[src/rtl/fsel_pkg.sv]
package fsel_pkg;

    localparam int IDX_W  = 4;
    localparam int CODE_W = 12;
    localparam int WORD_W = 3 * CODE_W;

    typedef logic [IDX_W-1:0]  idx_t;
    typedef logic [WORD_W-1:0] fword_t;

    // Selection key: source flag above the row index
    typedef struct packed {
        logic src_sw;
        idx_t idx;
    } sel_key_t;

    localparam int KEY_W = $bits(sel_key_t);

    function automatic fword_t pack3(input int cpu, input int mem, input int pci);
        return {CODE_W'(cpu), CODE_W'(mem), CODE_W'(pci)};
    endfunction

    // Frequency rows, 0.1 MHz units
    function automatic fword_t row_code(input idx_t idx, input logic from_sw);
        fword_t w;
        case (idx)
            4'd0:  w = pack3(668, 1002, 334);
            4'd1:  w = pack3(1002, 1002, 334);
            4'd2:  w = from_sw ? pack3(833, 1249, 332) : pack3(833, 833, 332);
            4'd3:  w = pack3(1336, 1002, 334);
            4'd4:  w = pack3(750, 750, 375);
            4'd5:  w = pack3(1002, 1336, 334);
            4'd6:  w = pack3(1002, 1503, 334);
            4'd7:  w = pack3(1336, 1336, 334);
            4'd8:  w = pack3(668, 668, 334);
            4'd9:  w = pack3(970, 970, 323);
            4'd10: w = pack3(970, 1293, 323);
            4'd11: w = pack3(952, 952, 317);
            4'd12: w = pack3(1400, 1400, 350);
            4'd13: w = pack3(1120, 1120, 373);
            4'd14: w = pack3(962, 962, 321);
            default: w = pack3(1660, 1660, 333);
        endcase
        return w;
    endfunction

endpackage

[src/rtl/fsel_strap_latch.sv]
module fsel_strap_latch #(
    parameter int FS_W = 4
) (
    input  logic            clk,
    input  logic            por_n,
    input  logic [FS_W-1:0] pin_fs,
    input  logic            pin_mode,
    input  logic            pin_vsel,
    output logic [FS_W-1:0] fs_held,
    output logic            mode_held,
    output logic            vsel_held
);

    typedef struct packed {
        logic            done;
        logic [FS_W-1:0] fs;
        logic            mode;
        logic            vsel;
    } strap_st_t;

    strap_st_t st_d, st_q;

    always_comb begin
        st_d = st_q;
        if (!st_q.done) begin
            st_d.done = 1'b1;
            st_d.fs   = pin_fs;
            st_d.mode = pin_mode;
            st_d.vsel = pin_vsel;
        end
    end

    always_ff @(posedge clk or negedge por_n) begin
        if (!por_n) begin
            st_q <= '{done: 1'b0, fs: '1, mode: 1'b1, vsel: 1'b1};
        end else begin
            st_q <= st_d;
        end
    end

    assign fs_held   = st_q.fs;
    assign mode_held = st_q.mode;
    assign vsel_held = st_q.vsel;

    // the first edge out of reset loads the pin levels
    assert_capture_first_edge_R2: assert property (@(posedge clk) disable iff (!por_n)
        !st_q.done |=> (st_q.done && st_q.fs == $past(pin_fs)
                        && st_q.mode == $past(pin_mode) && st_q.vsel == $past(pin_vsel)));

    // once captured, the straps never move
    assert_no_recapture_R3: assert property (@(posedge clk) disable iff (!por_n)
        st_q.done |=> ($stable(st_q.fs) && $stable(st_q.mode) && $stable(st_q.vsel)));

endmodule

[src/rtl/fsel_filter.sv]
module fsel_filter #(
    parameter int               KEY_W      = 5,
    parameter int               STABLE_CYC = 2,
    parameter logic [KEY_W-1:0] RST_KEY    = '1
) (
    input  logic             clk,
    input  logic             por_n,
    input  logic [KEY_W-1:0] key_raw,
    output logic [KEY_W-1:0] key_held
);

    localparam int RUN_W = $clog2(STABLE_CYC + 1);
    localparam logic [RUN_W-1:0] RUN_MAX = RUN_W'(STABLE_CYC);

    typedef struct packed {
        logic [KEY_W-1:0] cand;
        logic [RUN_W-1:0] run;
        logic [KEY_W-1:0] held;
    } flt_st_t;

    flt_st_t st_d, st_q;

    always_comb begin
        st_d      = st_q;
        st_d.cand = key_raw;
        if (key_raw == st_q.cand) begin
            if (st_q.run < RUN_MAX) begin
                st_d.run = st_q.run + RUN_W'(1);
            end
        end else begin
            st_d.run = RUN_W'(1);
        end
        if (st_d.run == RUN_MAX) begin
            st_d.held = key_raw;
        end
    end

    always_ff @(posedge clk or negedge por_n) begin
        if (!por_n) begin
            st_q <= '{cand: RST_KEY, run: '0, held: RST_KEY};
        end else begin
            st_q <= st_d;
        end
    end

    assign key_held = st_q.held;

    // a saturated run means the output already shows the candidate
    assert_settled_matches_R8: assert property (@(posedge clk) disable iff (!por_n)
        (st_q.run == RUN_MAX) |-> (st_q.held == st_q.cand));

    generate
        if (STABLE_CYC > 1) begin : g_glitch_chk
            // a freshly changed selection cannot move the output
            assert_glitch_blocked_R9: assert property (@(posedge clk) disable iff (!por_n)
                (key_raw != st_q.cand) |=> $stable(st_q.held));
        end
    endgenerate

endmodule

[src/rtl/fsel_decode.sv]
module fsel_decode
    import fsel_pkg::*;
(
    input  sel_key_t key,
    output fword_t   code
);

    always_comb begin
        code = row_code(key.idx, key.src_sw);
    end

endmodule

[src/rtl/fsel_ctrl.sv]
module fsel_ctrl
    import fsel_pkg::*;
#(
    parameter int STABLE_CYC = 2
) (
    input  logic              clk,
    input  logic              por_n,
    input  logic [IDX_W-1:0]  pin_fs,
    input  logic              pin_mode,
    input  logic              pin_vsel,
    input  logic [7:0]        cfg_sel_byte,
    output logic [IDX_W-1:0]  sel_idx,
    output logic              sel_from_sw,
    output logic              mode_flag,
    output logic              cpu_vdd_25,
    output logic              rb_r1_b7,
    output logic              rb_r3_b6,
    output logic              rb_r4_b3,
    output logic              rb_r4_b1,
    output logic [WORD_W-1:0] freq_code
);

    localparam sel_key_t RST_KEY = '{src_sw: 1'b0, idx: '1};

    idx_t     fs_held;
    sel_key_t key_raw;
    sel_key_t key_held;
    logic     unused_cfg_bits;

    fsel_strap_latch #(.FS_W(IDX_W)) i_latch (
        .clk       (clk),
        .por_n     (por_n),
        .pin_fs    (pin_fs),
        .pin_mode  (pin_mode),
        .pin_vsel  (pin_vsel),
        .fs_held   (fs_held),
        .mode_held (mode_flag),
        .vsel_held (cpu_vdd_25)
    );

    // Source mux: byte bit 3 picks software bits {b2, b6:b4}
    always_comb begin
        key_raw.src_sw = cfg_sel_byte[3];
        if (cfg_sel_byte[3]) begin
            key_raw.idx = {cfg_sel_byte[2], cfg_sel_byte[6:4]};
        end else begin
            key_raw.idx = fs_held;
        end
    end

    assign unused_cfg_bits = ^{cfg_sel_byte[7], cfg_sel_byte[1:0]};

    fsel_filter #(
        .KEY_W      (KEY_W),
        .STABLE_CYC (STABLE_CYC),
        .RST_KEY    (RST_KEY)
    ) i_filter (
        .clk      (clk),
        .por_n    (por_n),
        .key_raw  (key_raw),
        .key_held (key_held)
    );

    fsel_decode i_decode (
        .key  (key_held),
        .code (freq_code)
    );

    assign sel_idx     = key_held.idx;
    assign sel_from_sw = key_held.src_sw;

    // scattered readback positions
    assign rb_r1_b7 = fs_held[2];
    assign rb_r3_b6 = fs_held[0];
    assign rb_r4_b3 = fs_held[1];
    assign rb_r4_b1 = fs_held[3];

    // every row carries a non-zero CPU rate
    always_comb begin
        if (por_n) begin
            assert_cpu_code_nonzero_R10: assert (freq_code[WORD_W-1 -: CODE_W] != '0);
        end
    end

endmodule

[config.mk]
export PLATFORM = sky130hd
export DESIGN_NAME = fsel_ctrl
export DESIGN_NICKNAME = d
export VERILOG_FILES = /design/src/rtl/fsel_pkg.sv /design/src/rtl/fsel_strap_latch.sv /design/src/rtl/fsel_filter.sv /design/src/rtl/fsel_decode.sv /design/src/rtl/fsel_ctrl.sv
export SDC_FILE = /design/constraint.sdc
export NUM_CORES = 1
export LEC_CHECK = 0
export BUFFER_PORTS_ARGS = -buffer_cell sky130_fd_sc_hd__buf_4
export CAP_MARGIN = 15
export CORE_UTILIZATION = 50
export DETAILED_ROUTE_END_ITERATION = 12
export PLACE_DENSITY = 0.93
export SYNTH_ARGS = -nofsm -noshare
export SYNTH_HDL_FRONTEND = slang
export SYNTH_SLANG_ARGS = --single-unit
[constraint.sdc]
create_clock -name clk -period 3.65 [get_ports clk]
set_input_delay 0.1825 -clock clk [delete_from_list [all_inputs] [get_ports clk]]
set_output_delay 0.1825 -clock clk [all_outputs]
set_load 0.05 [all_outputs]
==> summary.txt, run 1 <==
Route
  – DRC viols: 0
  – DR iter-0 viols: 34
  – Max Used Layer: met4
  – Post-DRT Antenna Nets: 0
  – Vias: roughly 1200
  – Drt pass-1 iters: 4
  – Routed length on met1: 1.14 mm
  – Final wirelength: ~2.9 mm
  – WL met2: approximately 1.5 mm
  – WL per Instance: 13.6 um
  – Met3 wire len: 232 um
  – DR vias/cell: 5.43

Cells and area
  – Multi-input combinational cell area: 738 sq um
  – Syn-to-layout area delta: 24.8%
  – Filler cell count in the final layout: 214
  – # nets final: roughly 200
  – Storage element area: between 400 and 500 sq um
  – Finished layout cell area: around 1700 sq um
  – Fraction of layout cells with a size suffix above 1: 47.8%
  – Diodes inserted: 0

Floorplanning
  – Core ar.: 2520 sq um
  – I/O pin count: 63
  – Die area: 2950 sq um
  – Initial Utilization: 54.3%
  – DIE HEIGHT: 54.3 um
  – FP Rows: 18
  – Die width: between 50 and 60 um

Clocking
  – TritonCTS clock tree: yes
  – Clk sink count: 19
  – Max Root-Sink Buffers: 2
  – H-tree Lvls: 1
  – Gates resized, CTS repair: 0
  – Clk slew on worst S/H paths: ~0.1 ns
  – Total CTS buffers: 3
  – Worst skew pair latency: 0.29 ns
  – Root buffer cell: clkbuf_4
  – Post-CTS setup buffer count: 0

Logic synthesis
  – Yosys warnings: 0
  – #FFs+latches synth: 19
  – Async set or reset register ratio after synthesis: between 90% and 100%
  – Synth cell types: 41
  – Cell Area, Synth: roughly 1400 sq um
  – Seq/Total Area, Yosys: 36.0%
  – Dominant synthesized flop cell: dfstp_2
  – Synth Instances: approximately 150
  – Mean post-synth cell area: 9.38 sq um
  – Post-synth EDFFs: 0

Timing
  – Maximum clock frequency: 415 MHz
  – Slew Limit Fails: 0
  – Final Hold Fails: 0
  – Setup violators final: 0
  – Slew HR: 58.4%
  – Fin crit share: 66.1%
  – RSZ-0062 raised after global routing: no
  – Final Skew: around 0.00075 ns
  – Worst slew pin tran: just over 0.6 ns
  – Fin crit period: about 2.4 ns
  – Setup TNS: 0 ns

Placement
  – Dpl cell area: 1670 sq um
  – IO Port Bufs: 52
  – Routability cong.: 0.762
  – DPL Wire Length: 2.20 mm

Worst setup path
  – R2r setup slk: 1.81 ns
  – Worst Path Arrival: roughly 2.2 ns
  – R2R cell count: 5
  – Worst reg2reg startpoint: i_latch.fs_held[2]
  – CP endpoint kind: output pin
  – Crit path max fanout: 21
  – Max incr delay on CP: between 0.7 and 0.8 ns
  – Startpoint types: flip-flop
  – Buf+Inv Stages, Crit Path: 1
  – Worst EP required: 3.47 ns
  – R2r endpoint: i_filter.key_held[4]
  – WS Path Type: reg2out
  – Crit-path slowest cell: dfstp_2
  – Critical path's top delay family: flip-flops
  – Worst path cell trace: nor2b_1, nor2_1, a21oi_1, buf_4

GRT
  – Vias in the first global route: 984
  – Initial antenna violation count: 0
  – Largest net degree at the start of global routing: 29
  – Congestion Overflow GR: 0
  – First-pass GRT wire length: 4.48 mm
  – Total Routing Usage GR: between 20% and 30%

Worst hold path
  – Worst Hold Launch: cfg_sel_byte[3]
  – WHS Path Cells: 1
  – HP Class: in2reg
  – Hold path endpoint: i_filter.st_q[11]

Run
  – Max Cap Viol: 0

Run status
  – Status: finished clean
## Yosys cell counts (2+ instances only)
master	count	share of area, %
nand2b_1	3	1.4
dfstp_2	14	27
o31ai_1	2	1.1
mux2_2	8	6.6
conb_1	2	0.55
nor3_1	4	1.5
o21ai_0	6	2.2
xor2_1	4	2.6
inv_1	4	1.1
nor2_1	15	4.1
a21oi_1	7	2.6
o221ai_1	2	1.3
nand2_1	10	2.7
clkbuf_1	12	3.3
buf_4	12	6.6
mux2_4	8	8.8
dfrtp_1	5	9.1
nor2b_1	5	2.3
## per-layer routing
| metal | global-route usage (%) | up-vias |
|---|---|---|
| met1 | 24.7 | 534 |
| li1 | - | 556 |
| met3 | 2.78 | 4 |
| met5 | 0 | - |
| met2 | 39.8 | 67 |
| met4 | 7.69 | 0 |
## worst max-delay path by stage
stage	to	slack (ns)	startpoint	cells after the start
3_3_place_gp	freq_code[27]	1.71	i_filter.key_held[3]	4
3_5_place_dp	freq_code[15]	1.66	i_filter.key_held[3]	4
5_1_grt	freq_code[15]	1.09	i_filter.key_held[3]	4
4_1_cts	freq_code[15]	1.30	i_filter.key_held[3]	4
2_1_floorplan	freq_code[3]	0.64	i_filter.key_held[3]	5
6_report	freq_code[15]	1.24	i_filter.key_held[3]	4
## state kept, by name, summed over array words and instances, names as in the netlist
name / count
i_latch.st_q: 1
i_filter.st_q: 7
i_latch.vsel_held: 1
i_latch.mode_held: 1
i_latch.fs_held: 4
i_filter.key_held: 5
## cells by family (layout without fill, tap and decap cells)
group | after synthesis | in the layout | share of synthesized area [%]
AOI/OAI and AO/OA | 27 | 27 | 13.0
xor gates and xnor gates | 5 | 5 | 3.20
adders and majority gates | 2 | 2 | 1.64
buffers and inverters | 29 | 61 | 11.8
DFF | 19 | 19 | 36.0
muxes | 17 | 17 | 16.1
other | 2 | 8 | 0.548
and+or+nand+nor | 45 | 45 | 17.8
## placed cells by master (no fill, tap or decap), types with 2 or more instances in the layout
cell	n
xor2_1	4
dfstp_2	14
nor3_1	4
a21oi_1	7
nor2b_1	5
o21ai_0	6
o31ai_1	2
conb_1	8
clkbuf_4	3
buf_4	52
nor2_1	15
inv_1	4
o221ai_1	2
mux2_2	8
nand2_1	10
mux2_4	8
dfrtp_1	5
nand2b_1	3
## what timing repair did
| action | CTS | global route |
|---|---|---|
| endpoints found under the hold margin | 19 | 0 |
| setup endpoints to repair | 0 | 0 |
| hold buffers | 1 | 0 |
## final cells by class
class	count	area share, %
Inverter	4	0.878
Multi-Input combinational cell	104	43.2
Tap cell	30	2.19
Timing Repair Buffer	53	23.4
Clock buffer	4	1.54
Sequential cell	19	28.8
## stage by stage
stage          std cells  setup slack (ns)  util (%)  hold slack (ns)
2_1_floorplan        152             0.645         -           -0.113
3_3_place_gp         209              1.71      66.4           0.0566
3_5_place_dp         209              1.66      66.4           0.0640
4_1_cts              214              1.30      67.8           0.0654
5_1_grt              214              1.09      67.8           0.0675
6_report             214              1.24      67.8           0.0753
## worst register-to-register path, cell delays in order, from the launching register on
cell and delay, ns:
dfstp_2 0.39, mux2_4 0.29, xor2_1 0.18, nor4_4 0.39
nand3b_4 0.18, mux2_4 0.32
Power of run 1 is not shown: default switching activity piles up to over one toggle a cycle in this logic, so the estimate is an artifact.
==> run 2: changes to the inputs <==
- CORE_UTILIZATION: 50 -> 47
- PLACE_DENSITY: 0.93 -> 0.88
- clock period: 3.65 -> 2.43 ns (I/O delays scaled with it)
==> summary.txt, run 2 (synthesized netlist as in run 1, its figures left out) <==
Worst setup path
  – Critical path's top delay family: flip-flops
  – Max incr delay on CP: 0.73 ns
  – WS Path Type: reg2out
  – Crit-path slowest cell: dfstp_2
  – R2r setup slk: about 0.60 ns
  – Buf+Inv Stages, Crit Path: 2
  – Worst Path Arrival: 2.04 ns
  – Startpoint types: flip-flop
  – Crit path max fanout: 17
  – CP endpoint kind: output pin
  – Worst path cell trace: inv_1, nor2_1, nor3_1, a211oi_2, or2_2, buf_4
  – Worst reg2reg startpoint: i_latch.fs_held[2]
  – Worst EP required: 2.31 ns
  – R2R cell count: 5
  – R2r endpoint: i_filter.key_held[4]

Cells and area
  – Most frequent cells in the layout: buf_4, nor2_1, dfstp_2
  – Multi-input combinational cell area: roughly 750 sq um
  – Filler cell count in the final layout: around 240
  – Syn-to-layout area delta: 27.7%
  – Register with the most flip-flops: i_filter.st_q
  – Largest register FFs: 7
  – Most common cell after layout, fill and taps aside: buf_4
  – Diodes inserted: 0
  – Storage element area: 493 sq um
  – Fraction of layout cells with a size suffix above 1: 50.8%
  – # nets final: ~200
  – Finished layout cell area: 1750 sq um

Floorplanning
  – I/O pin count: 63
  – Core ar.: 2760 sq um
  – FP Rows: 19
  – Initial Utilization: 49.7%
  – Die area: 3130 sq um
  – DIE HEIGHT: 56.0 um
  – Die width: 56.0 um

Timing
  – Maximum clock frequency: 462 MHz
  – Final Skew: between 0.01 and 0.015 ns
  – Fin crit period: 2.17 ns
  – Slew Limit Fails: 0
  – RSZ-0062 raised after global routing: no
  – Setup violators final: 0
  – Final Hold Fails: 0
  – Setup TNS: 0 ns
  – Fin crit share: 89.1%

Route
  – DR iter-0 viols: 25
  – WL per Instance: between 10 and 15 um
  – Drt pass-1 iters: 4
  – Post-DRT Antenna Nets: 0
  – DRC viols: 0
  – DR vias/cell: around 5.4
  – Vias: between 1000 and 1500
  – Final wirelength: 2.91 mm

Worst hold path
  – Worst Hold Launch: cfg_sel_byte[3]
  – HP Class: in2reg
  – Hold path endpoint: i_filter.st_q[11]
  – WHS Path Cells: 1

Placement
  – DPL Wire Length: 2.28 mm
  – IO Port Bufs: 52
  – Dpl cell area: 1710 sq um
  – Routability cong.: 0.901

Run status
  – Status: finished clean

GRT
  – Congestion Overflow GR: 0
  – Total Routing Usage GR: 19.2%
  – First-pass GRT wire length: 4.89 mm
  – Initial antenna violation count: 0
  – Vias in the first global route: 1140
  – Largest net degree at the start of global routing: 29

Clocking
  – Max Root-Sink Buffers: 2
  – Clk slew on worst S/H paths: ~0.12 ns
  – TritonCTS clock tree: yes
  – CTS Hold Bufs: 1
  – Gates resized, CTS repair: 0
  – Clk sink count: 19
  – Total CTS buffers: 3
  – Worst skew pair latency: 0.30 ns
  – Root buffer cell: clkbuf_4
  – Post-CTS setup buffer count: 0
  – H-tree Lvls: 1

Run
  – Max Cap Viol: 0
## run 2: per-layer routing
layer	global-route usage, %	part of all wire, %	vias to the layer above
li1	-	-	560
met1	21.5	38	546
met2	36.1	52	74
met3	3.49	8.4	6
met4	6.97	1.4	0
met5	0	0	-
## run 2: area by class of cell
type	instances	area share [%]
clock inverters	1	0.286
inverters	4	0.858
flip-flops and latches	19	28.2
clock buffers	3	1.29
repair buffers	56	24.2
well taps	31	2.22
multi-input cells	104	43.0
## run 2: through the flow
| step | utilization (%) | hold slack, ns | setup WS [ns] | std cells |
|---|---|---|---|---|
| 3_5_place_dp | 62.1 | 0.00500 | 0.616 | 213 |
| 3_3_place_gp | 62.1 | -0.00362 | 0.654 | 213 |
| 5_1_grt | 63.4 | 0.00707 | 0.141 | 218 |
| 6_report | 63.4 | 0.0235 | 0.265 | 218 |
| 2_1_floorplan | - | -0.174 | -0.0154 | 152 |
| 4_1_cts | 63.4 | 0.0126 | 0.267 | 218 |
## run 2: how the worst max path moves through the flow
stage / endpoint / startpoint / cells after the start
global placement: i_filter.key_held[4] / i_latch.fs_held[2] / 5
detailed placement: i_filter.key_held[4] / i_latch.fs_held[2] / 5
CTS: freq_code[3] / i_filter.key_held[3] / 5
global route: freq_code[3] / i_filter.key_held[3] / 5
finish: freq_code[3] / i_filter.key_held[1] / 6
floorplan: freq_code[3] / i_filter.key_held[3] / 5
Power of run 2 is left out for the same reason.
==> run 3: changes to the inputs <==
- CORE_UTILIZATION: 47 -> 48
- CTS_BUF_LIST: not set -> sky130_fd_sc_hd__clkbuf_8
- PLACE_DENSITY: 0.88 -> 0.9
==> summary.txt, run 3 (synthesized netlist as in run 1, its figures left out) <==
Clocking
  – Max Root-Sink Buffers: 2
  – Post-CTS setup buffer count: 0
  – TritonCTS clock tree: yes
  – Clk sink count: 19
  – Root buffer cell: clkbuf_8
  – Total CTS buffers: 3
  – Clk slew on worst S/H paths: 0.07 ns
  – H-tree Lvls: 1
  – Worst skew pair latency: between 0.2 and 0.3 ns

GRT
  – First-pass GRT wire length: 4.56 mm
  – Congestion Overflow GR: 0
  – Initial antenna violation count: 0
  – Largest net degree at the start of global routing: 29
  – Total Routing Usage GR: 18.2%
  – Vias in the first global route: 1051

Cells and area
  – Register with the most flip-flops: i_filter.st_q
  – Most common cell after layout, fill and taps aside: buf_4
  – Diodes inserted: 0
  – Syn-to-layout area delta: 27.9%
  – Fraction of layout cells with a size suffix above 1: 50.3%
  – Most frequent cells in the layout: buf_4, nor2_1, dfstp_2
  – # nets final: 203
  – Post-route insts no fill: around 220
  – Largest register FFs: 7

Route
  – DRC viols: 0
  – Post-DRT Antenna Nets: 0
  – DR iter-0 viols: 37
  – Vias: between 1000 and 1500
  – WL per Instance: 12.8 um
  – Drt pass-1 iters: 4
  – DR vias/cell: 5.44
  – Final wirelength: 2.76 mm

Worst hold path
  – HP Class: in2reg

Floorplanning
  – Initial Utilization: 50.1%
  – Die width: 55.4 um
  – I/O pin count: 63
  – DIE HEIGHT: approximately 55 um
  – FP Rows: 19
  – Die area: 3070 sq um
  – Core ar.: approximately 2700 sq um

Worst setup path
  – WS Path Type: reg2out
  – CP endpoint kind: output pin
  – Worst EP required: ~2.3 ns
  – Crit path max fanout: 21
  – Startpoint types: flip-flop
  – Worst Path Arrival: 2.08 ns

Run
  – Max Cap Viol: 0

Placement
  – DPL Wire Length: 2.11 mm
  – IO Port Bufs: 52
  – Dpl cells: 211
  – Routability cong.: roughly 0.87

Timing
  – RSZ-0062 raised after global routing: no
  – Final Hold Fails: 0
  – Fin crit share: 90.4%
  – Maximum clock frequency: between 400 and 500 MHz
  – Fin crit period: around 2.2 ns
  – Slew Limit Fails: 0
  – Setup violators final: 0
  – Final Skew: 0.00218 ns

Run status
  – Status: finished clean
run 3: cell types whose count changed in the layout (fill, tap and decap cells not counted):
cell	delta
clkbuf_8	+3
clkbuf_4	-3
buf_4	-2
run 3: final timing paths:
check | from | slack, ns | endpoint | depth (start not counted)
worst max-delay path | i_filter.key_held[3] | 0.23 | freq_code[20] | 5
worst min-delay path | cfg_sel_byte[3] | 0.06 | i_filter.st_q[11] | 1
worst max register to register | i_latch.fs_held[2] | 0.62 | i_filter.key_held[4] | 5
worst min register to register | i_filter.key_held[4] | 0.58 | i_filter.key_held[4] | 1
max in group asynchronous | por_n | 1.90 | i_filter.key_held[2] | 2
min in group asynchronous | por_n | 0.27 | i_filter.st_q[11] | 2
run 3: cell type report:
type / instances / area (sq um)
multi-input cells: 104 / 752
fillers: 218 / 981
well taps: 31 / 38.8
flip-flops and latches: 19 / 493
inverters: 4 / 15.0
clock buffers: 3 / 41.3
repair buffers: 54 / 408
clock inverters: 1 / 5.00
run 3: worst max-delay path: stages, from the launching register on:
cell and delay, ns:
dfstp_2 0.74, nor2b_1 0.48, o21ai_0 0.18, o31ai_1 0.10
mux2i_1 0.11, buf_4 0.21
run 3: repair_timing:
| action | CTS | global route |
|---|---|---|
| hold endpoints to repair | 19 | 0 |
| hold buffers | 1 | 0 |
| gates resized for setup | 0 | 0 |
run 3: routing by layer:
| layer | up-vias | global-route usage (%) | wire length [um] |
|---|---|---|---|
| li1 | 558 | - | - |
| met1 | 540 | 21.3 | 1120 |
| met2 | 74 | 34.3 | 1400 |
| met3 | 4 | 2.58 | 209 |
| met4 | 0 | 5.36 | 30 |
| met5 | - | 0 | 0 |
run 3: stage by stage:
stage / setup WS (ns) / TNS [ns] / area [sq um] / utilization (%) / hold slack, ns
2_1_floorplan: -0.0154 / -0.0154 / 1410 / - / -0.174
3_3_place_gp: 0.590 / 0 / 1700 / 62.1 / -0.00352
3_5_place_dp: 0.543 / 0 / 1700 / 62.1 / 0.00197
4_1_cts: 0.269 / 0 / 1750 / 64.1 / 0.0575
5_1_grt: 0.0661 / 0 / 1750 / 64.1 / 0.0622
6_report: 0.233 / 0 / 1750 / 64.1 / 0.0631
Power of run 3 is left out for the same reason.
